<file path="src/rtl/scl_period_gen.sv">
module scl_period_gen #(
  parameter int CNT_W   = 16,
  parameter int ADDR_W  = 8,
  parameter logic [CNT_W-1:0] RST_SS_HIGH = 16'd32,
  parameter logic [CNT_W-1:0] RST_SS_LOW  = 16'd40,
  parameter logic [CNT_W-1:0] RST_FS_HIGH = 16'd4,
  parameter logic [CNT_W-1:0] RST_FS_LOW  = 16'd10
) (
  input  logic              clk,
  input  logic              rst_n,
  input  logic              wr_en,
  input  logic [ADDR_W-1:0] wr_addr,
  input  logic [CNT_W-1:0]  wr_data,
  input  logic              enable,
  input  logic              scl_line,
  output logic              scl_pull_low
);
  localparam int CW = CNT_W + 1;
  localparam logic [ADDR_W-1:0] A_CTRL = ADDR_W'(8'h00);
  localparam logic [ADDR_W-1:0] A_SSH  = ADDR_W'(8'h14);
  localparam logic [ADDR_W-1:0] A_SSL  = ADDR_W'(8'h18);
  localparam logic [ADDR_W-1:0] A_FSH  = ADDR_W'(8'h1C);
  localparam logic [ADDR_W-1:0] A_FSL  = ADDR_W'(8'h20);
  localparam logic [CW-1:0] HIGH_EXTRA = CW'(7);

  typedef enum logic [1:0] {ST_IDLE, ST_LOW, ST_REL} st_t;

  st_t st;
  logic [CNT_W-1:0] ss_h, ss_l, fs_h, fs_l;
  logic [1:0] speed;
  logic [CW-1:0] cnt;

  wire cfg_we   = wr_en && !enable;
  wire use_fast = (speed == 2'b10);
  wire [CNT_W-1:0] cur_h = use_fast ? fs_h : ss_h;
  wire [CNT_W-1:0] cur_l = use_fast ? fs_l : ss_l;
  wire [CW-1:0] lo_last = {1'b0, cur_l};
  wire [CW-1:0] hi_last = {1'b0, cur_h} + HIGH_EXTRA;

  always_ff @(posedge clk or negedge rst_n) begin
    if (!rst_n) begin
      ss_h  <= RST_SS_HIGH;
      ss_l  <= RST_SS_LOW;
      fs_h  <= RST_FS_HIGH;
      fs_l  <= RST_FS_LOW;
      speed <= 2'b10;
    end else if (cfg_we) begin
      case (wr_addr)
        A_CTRL:  speed <= wr_data[2:1];
        A_SSH:   ss_h  <= wr_data;
        A_SSL:   ss_l  <= wr_data;
        A_FSH:   fs_h  <= wr_data;
        A_FSL:   fs_l  <= wr_data;
        default: ;
      endcase
    end
  end

  always_ff @(posedge clk or negedge rst_n) begin
    if (!rst_n) begin
      st  <= ST_IDLE;
      cnt <= '0;
    end else if (!enable) begin
      st  <= ST_IDLE;
      cnt <= '0;
    end else begin
      case (st)
        ST_IDLE: begin
          st  <= ST_LOW;
          cnt <= '0;
        end
        ST_LOW: begin
          if (cnt == lo_last) begin
            st  <= ST_REL;
            cnt <= '0;
          end else begin
            cnt <= cnt + 1'b1;
          end
        end
        default: begin
          if (scl_line) begin
            if (cnt == hi_last) begin
              st  <= ST_LOW;
              cnt <= '0;
            end else begin
              cnt <= cnt + 1'b1;
            end
          end
        end
      endcase
    end
  end

  assign scl_pull_low = (st == ST_LOW);

  AST_DISABLED_RELEASE: assert property (@(posedge clk) disable iff (!rst_n)
    !enable |=> !scl_pull_low);

  AST_START_LOW: assert property (@(posedge clk) disable iff (!rst_n)
    (st == ST_IDLE && enable) |=> scl_pull_low);

  AST_LOW_BOUND: assert property (@(posedge clk) disable iff (!rst_n)
    scl_pull_low |-> cnt <= lo_last);

  AST_STRETCH_HOLD: assert property (@(posedge clk) disable iff (!rst_n)
    (st == ST_REL && enable && !scl_line) |=> (!scl_pull_low && $stable(cnt)));

  AST_CFG_FROZEN: assert property (@(posedge clk) disable iff (!rst_n)
    $past(enable) |-> ($stable(ss_h) && $stable(ss_l) && $stable(fs_h)
                       && $stable(fs_l) && $stable(speed)));
endmodule

</file>
<file path="config.mk">
export PLATFORM = sky130hd
export DESIGN_NAME = scl_period_gen
export DESIGN_NICKNAME = d
export VERILOG_FILES = /design/src/rtl/scl_period_gen.sv
export SDC_FILE = /design/constraint.sdc
export NUM_CORES = 1
export LEC_CHECK = 0
export CORE_ASPECT_RATIO = 1.5
export CORE_MARGIN = 4
export CORE_UTILIZATION = 30
export DETAILED_ROUTE_END_ITERATION = 7
export DONT_BUFFER_PORTS = 1
export PLACE_DENSITY = 0.43
export RECOVER_POWER = 50
export SYNTH_ARGS = -nofsm -noshare
export SYNTH_HDL_FRONTEND = slang
export SYNTH_SLANG_ARGS = --single-unit
</file>
<file path="constraint.sdc">
create_clock -name clk -period 7.5 [get_ports clk]
set_input_delay 1.5 -clock clk [delete_from_list [all_inputs] [get_ports clk]]
set_output_delay 1.5 -clock clk [all_outputs]
set_load 0.01 [all_outputs]
</file>
==> flow_results.org <==
** Clocking
- The H-tree was split into 3 levels.
- After clock tree synthesis, the repair step resized 0 gates.
- Hold repair after CTS inserted 0 buffers.
- Once the clock tree was built, the setup fixing pass inserted 0 buffers.
- TritonCTS built the clock tree.
- Insertion delay to the later sink of the worst-skew pair :: 0.35 ns
- Buffer cell driving the clock tree root :: sky130_fd_sc_hd__clkbuf_16
- # clock sinks :: 85
- In this run, CTS created clock tree buffers numbering 9.
- Clock buffer depth :: 2
- Post-CTS clock slew at the launch and capture registers of the worst setup and hold paths :: 0.06 ns

** Yosys
- Mean post-synth cell area :: 10.7 µm²
- Main combinational cell family by area after synthesis :: multiplexers
- Fraction of post-synthesis cell area in the top cell type by area :: 40.0%
- The cell area that synthesis handed to floorplanning was 0.00488 mm².
- Top cells by count, synth :: sky130_fd_sc_hd__dfrtp_1, sky130_fd_sc_hd__mux2_2, sky130_fd_sc_hd__mux2i_1
- Summing the areas of all fa, ha and maj instances in the mapped netlist gives 0.257% of the synthesized area.
- In this run, synthesis produced a sequential element count of 85.
- Simple logic cell fraction of the synthesized area :: 13.5%
- Post-synthesis xor/xnor area fraction :: 5.03%
- Yosys mapped the design onto 63 distinct sky130hd cell types.
- Yosys warning count :: 0
- Area leader, netlist :: sky130_fd_sc_hd__dfrtp_1
- In the synthesized netlist the async set-or-reset flop fraction comes to 100%.
- Dominant synthesized flop cell :: sky130_fd_sc_hd__dfrtp_1
- In the post-synthesis netlist, the biggest area contributors are sky130_fd_sc_hd__dfrtp_1, sky130_fd_sc_hd__mux2_2, sky130_fd_sc_hd__mux2i_1.
- Cell with the most instances after synthesis :: sky130_fd_sc_hd__dfrtp_1
- Post-Synthesis Net Count :: 486
- Synthesis produced a netlist whose cell count is 456.
- Post-synthesis sequential area ratio :: 43.8%
- In this run, synthesis inferred 0 flip-flops with an integrated enable.
- Of the post-synthesis cell area, the part taken by muxes is 21.2%.
- Area fraction in compound gates after synthesis :: 12.4%

** Floorplanning
- The die is 164 µm tall.
- IO Pins :: 30
- Number of placement rows :: 56
- CORE AREA :: 0.0158 mm²
- Die ar. :: 0.0184 mm²
- Initial cell density of the core :: 30.8%
- The die is 112 µm wide.

** Worst hold path
- Counting instances, the worst hold path has a depth of 1.
- Path category of the worst min-delay check :: reg2reg
- For hold timing, the worst endpoint is fs_l[4].
- Origin of the worst min-delay path :: fs_l[4]

** Setup path
- Tracing the worst setup path back leads to its startpoint at enable.
- For the worst setup path, the data required time is 7.72 ns.
- Worst setup EP type :: register
- Critical path fanouts, max :: 16
- Worst Setup Path Type :: in2reg
- For the worst flop-to-flop path, the logic depth is 10.
- Worst R2R Setup Slack :: 3.58 ns
- For the worst setup path, the data arrival time is 4.18 ns.
- FF-to-FF Start :: speed[1]
- The worst setup path is launched from a primary input.
- Crit Reg-Reg Endpoint :: cnt[2]

** STA
- Hold Slack :: 0.506 ns
- Clock tree skew after final layout :: 0.0110 ns
- RSZ-0062 raised after global routing :: no
- Slew headroom :: 26.0%
- # setup viols final :: 0
- Transition time at the pin with the least slew margin :: 1.11 ns
- Number of failing hold endpoints at the final stage :: 0
- Part of the cycle the worst path needs :: 52.8%
- The number of slew-limit violations in the final report is 0.
- Summed over all failing endpoints, the final setup total negative slack is 0 ns.
- Final period demand of the worst path :: 3.96 ns
- Post-layout worst setup margin :: 3.54 ns
- Maximum operating frequency :: 253 MHz

** Placement
- OpenSTA, run right after detailed placement, puts the worst setup slack at 3.14 ns.
- Number of port buffers :: 0
- Detailed Place HPWL :: 9860 µm
- Routability-driven placement finished with a final weighted congestion of 0.844.

** Global route
- Overflow left after global routing :: 0
- Wire length of the first global-routing pass :: 21,000 µm
- Initial antenna violation count :: 0
- In the global route stage, overall resource usage came out at 15.0%.
- Entering global routing, the biggest net connects 86 pins.
- Number of global-route vias before repair :: 3,661

** Route
- Average vias per placed instance :: 5.40
- For this run, design rule violations remaining after detail routing come to 0.
- Total Routed Length :: 13,200 µm
- Detailed routing inserted a total of 3,528 vias.
- Number of violations reported at the end of detailed-routing iteration 0 :: 150
- Before antenna repair, the detailed router went through 4 iterations.
- Number of antenna-violating nets in the routed design :: 0
- Dividing the detail-routed wire length by the instance count gives 20.3 µm.

** Final layout
- Inserted Diodes :: 0
- The post-route netlist has 21.8% of its cells at a drive strength greater than 1.
- Relative to the synthesized area, the layout overhead comes to 9.24%.
- Total of fill cells in the finished design :: 1,669
- Number of nets at the end of the flow :: 475

** Job
- Max-cap violation count :: 0

** Power
- Power spread over the standard cell area amounts to 192 mW/mm².
- Largest voltage drop on the vdd net :: 94.9 µV
- Leak Pwr :: 2.31 nW

** Outcome
- Outcome :: complete, no violations
## how the worst max path moves through the flow
| stage | end | slack [ns] | depth (start not counted) |
|---|---|---|---|
| after global routing | cnt[9] | 3.25 | 10 |
| after floorplan | ss_l[10] | 3.86 | 6 |
| final | fs_h[7] | 3.54 | 4 |
| after detailed placement | ss_h[9] | 3.14 | 4 |
| after global placement | ss_h[13] | 3.23 | 4 |
| after CTS | ss_h[6] | 3.50 | 4 |
## routing by layer
layer  up-vias  global-route usage (%)  wire length [µm]
met4         0                    8.64               618
met2        60                    25.3              6680
met5         -                       0                 0
met1      1769                    17.6              5480
met3        28                    3.28               456
li1       1671                       -                 -
## cells in the final DEF, fill, tap and decap left out, drive strengths merged, types with 4 or more instances in the layout
cell and instances:
dfrtp 78, mux2 68, mux2i 27, xnor2 23, nor2 23, o21ai 23
inv 21, nand2 15, nand3 14, nor3 11, a21oi 10, nor2b 10
clkbuf 10, and3 9, a22oi 8, nand4 7, a221oi 7, dfstp 7
o21bai 6, nor4 6, xor2 5, and2 5, o22ai 5, a31oi 5
o211ai 4
## registers in the layout, indices dropped and copies added (netlist names)
| register | count |
|---|---|
| cnt | 17 |
| fs_h | 16 |
| fs_l | 16 |
| speed | 2 |
| ss_h | 16 |
| ss_l | 16 |
| st | 2 |
## through the flow
stage / area (µm²) / power, W / cells / utilization, %
2_1_floorplan: 4880 / 0.000556 / 456 / -
3_3_place_gp: 5030 / 0.000574 / 637 / 31.8
3_5_place_dp: 5030 / 0.000575 / 637 / 31.8
4_1_cts: 5330 / 0.00104 / 653 / 33.6
5_1_grt: 5330 / 0.00107 / 653 / 33.6
6_report: 5330 / 0.00102 / 653 / 33.6
## worst max-delay path, cell delays in order
cell and delay, ns:
sky130_fd_sc_hd__or4b_2 0.65, sky130_fd_sc_hd__nor3_1 0.48, sky130_fd_sc_hd__nand4_1 0.94, sky130_fd_sc_hd__mux2_2 0.60
## kinds of logic (layout without fill, tap and decap cells)
| group | count (synthesis) | count (layout) |
|---|---|---|
| AND/OR/NAND/NOR | 117 | 117 |
| adder cells (fa/ha/maj) | 1 | 1 |
| multiplexers | 95 | 95 |
| XOR/XNOR | 28 | 28 |
| AO/OA/AOI/OAI | 88 | 88 |
| buffers and inverters | 42 | 36 |
| flip-flops | 85 | 85 |
## power breakdown
| part | internal [W] | switching, W | leakage [nW] | total [W] |
|---|---|---|---|---|
| sequential | 0.000473 | 0.0000166 | 1.15 | 0.000490 |
| combinational | 0.0000365 | 0.0000403 | 1.03 | 0.0000768 |
| clock | 0.000261 | 0.000195 | 0.136 | 0.000455 |
## layout make-up
cell class / instances / area [µm²] / area share (%)
clock inverter: 6 / 70.1 / 1.32
tap: 203 / 254 / 4.77
sequential: 85 / 2140 / 40.1
timing repair buffer: 1 / 7.51 / 0.141
clock buffer: 10 / 229 / 4.30
inverter: 19 / 71.3 / 1.34
multi-input combinational: 329 / 2560 / 48.1
Power figures use the tool's default switching activity.
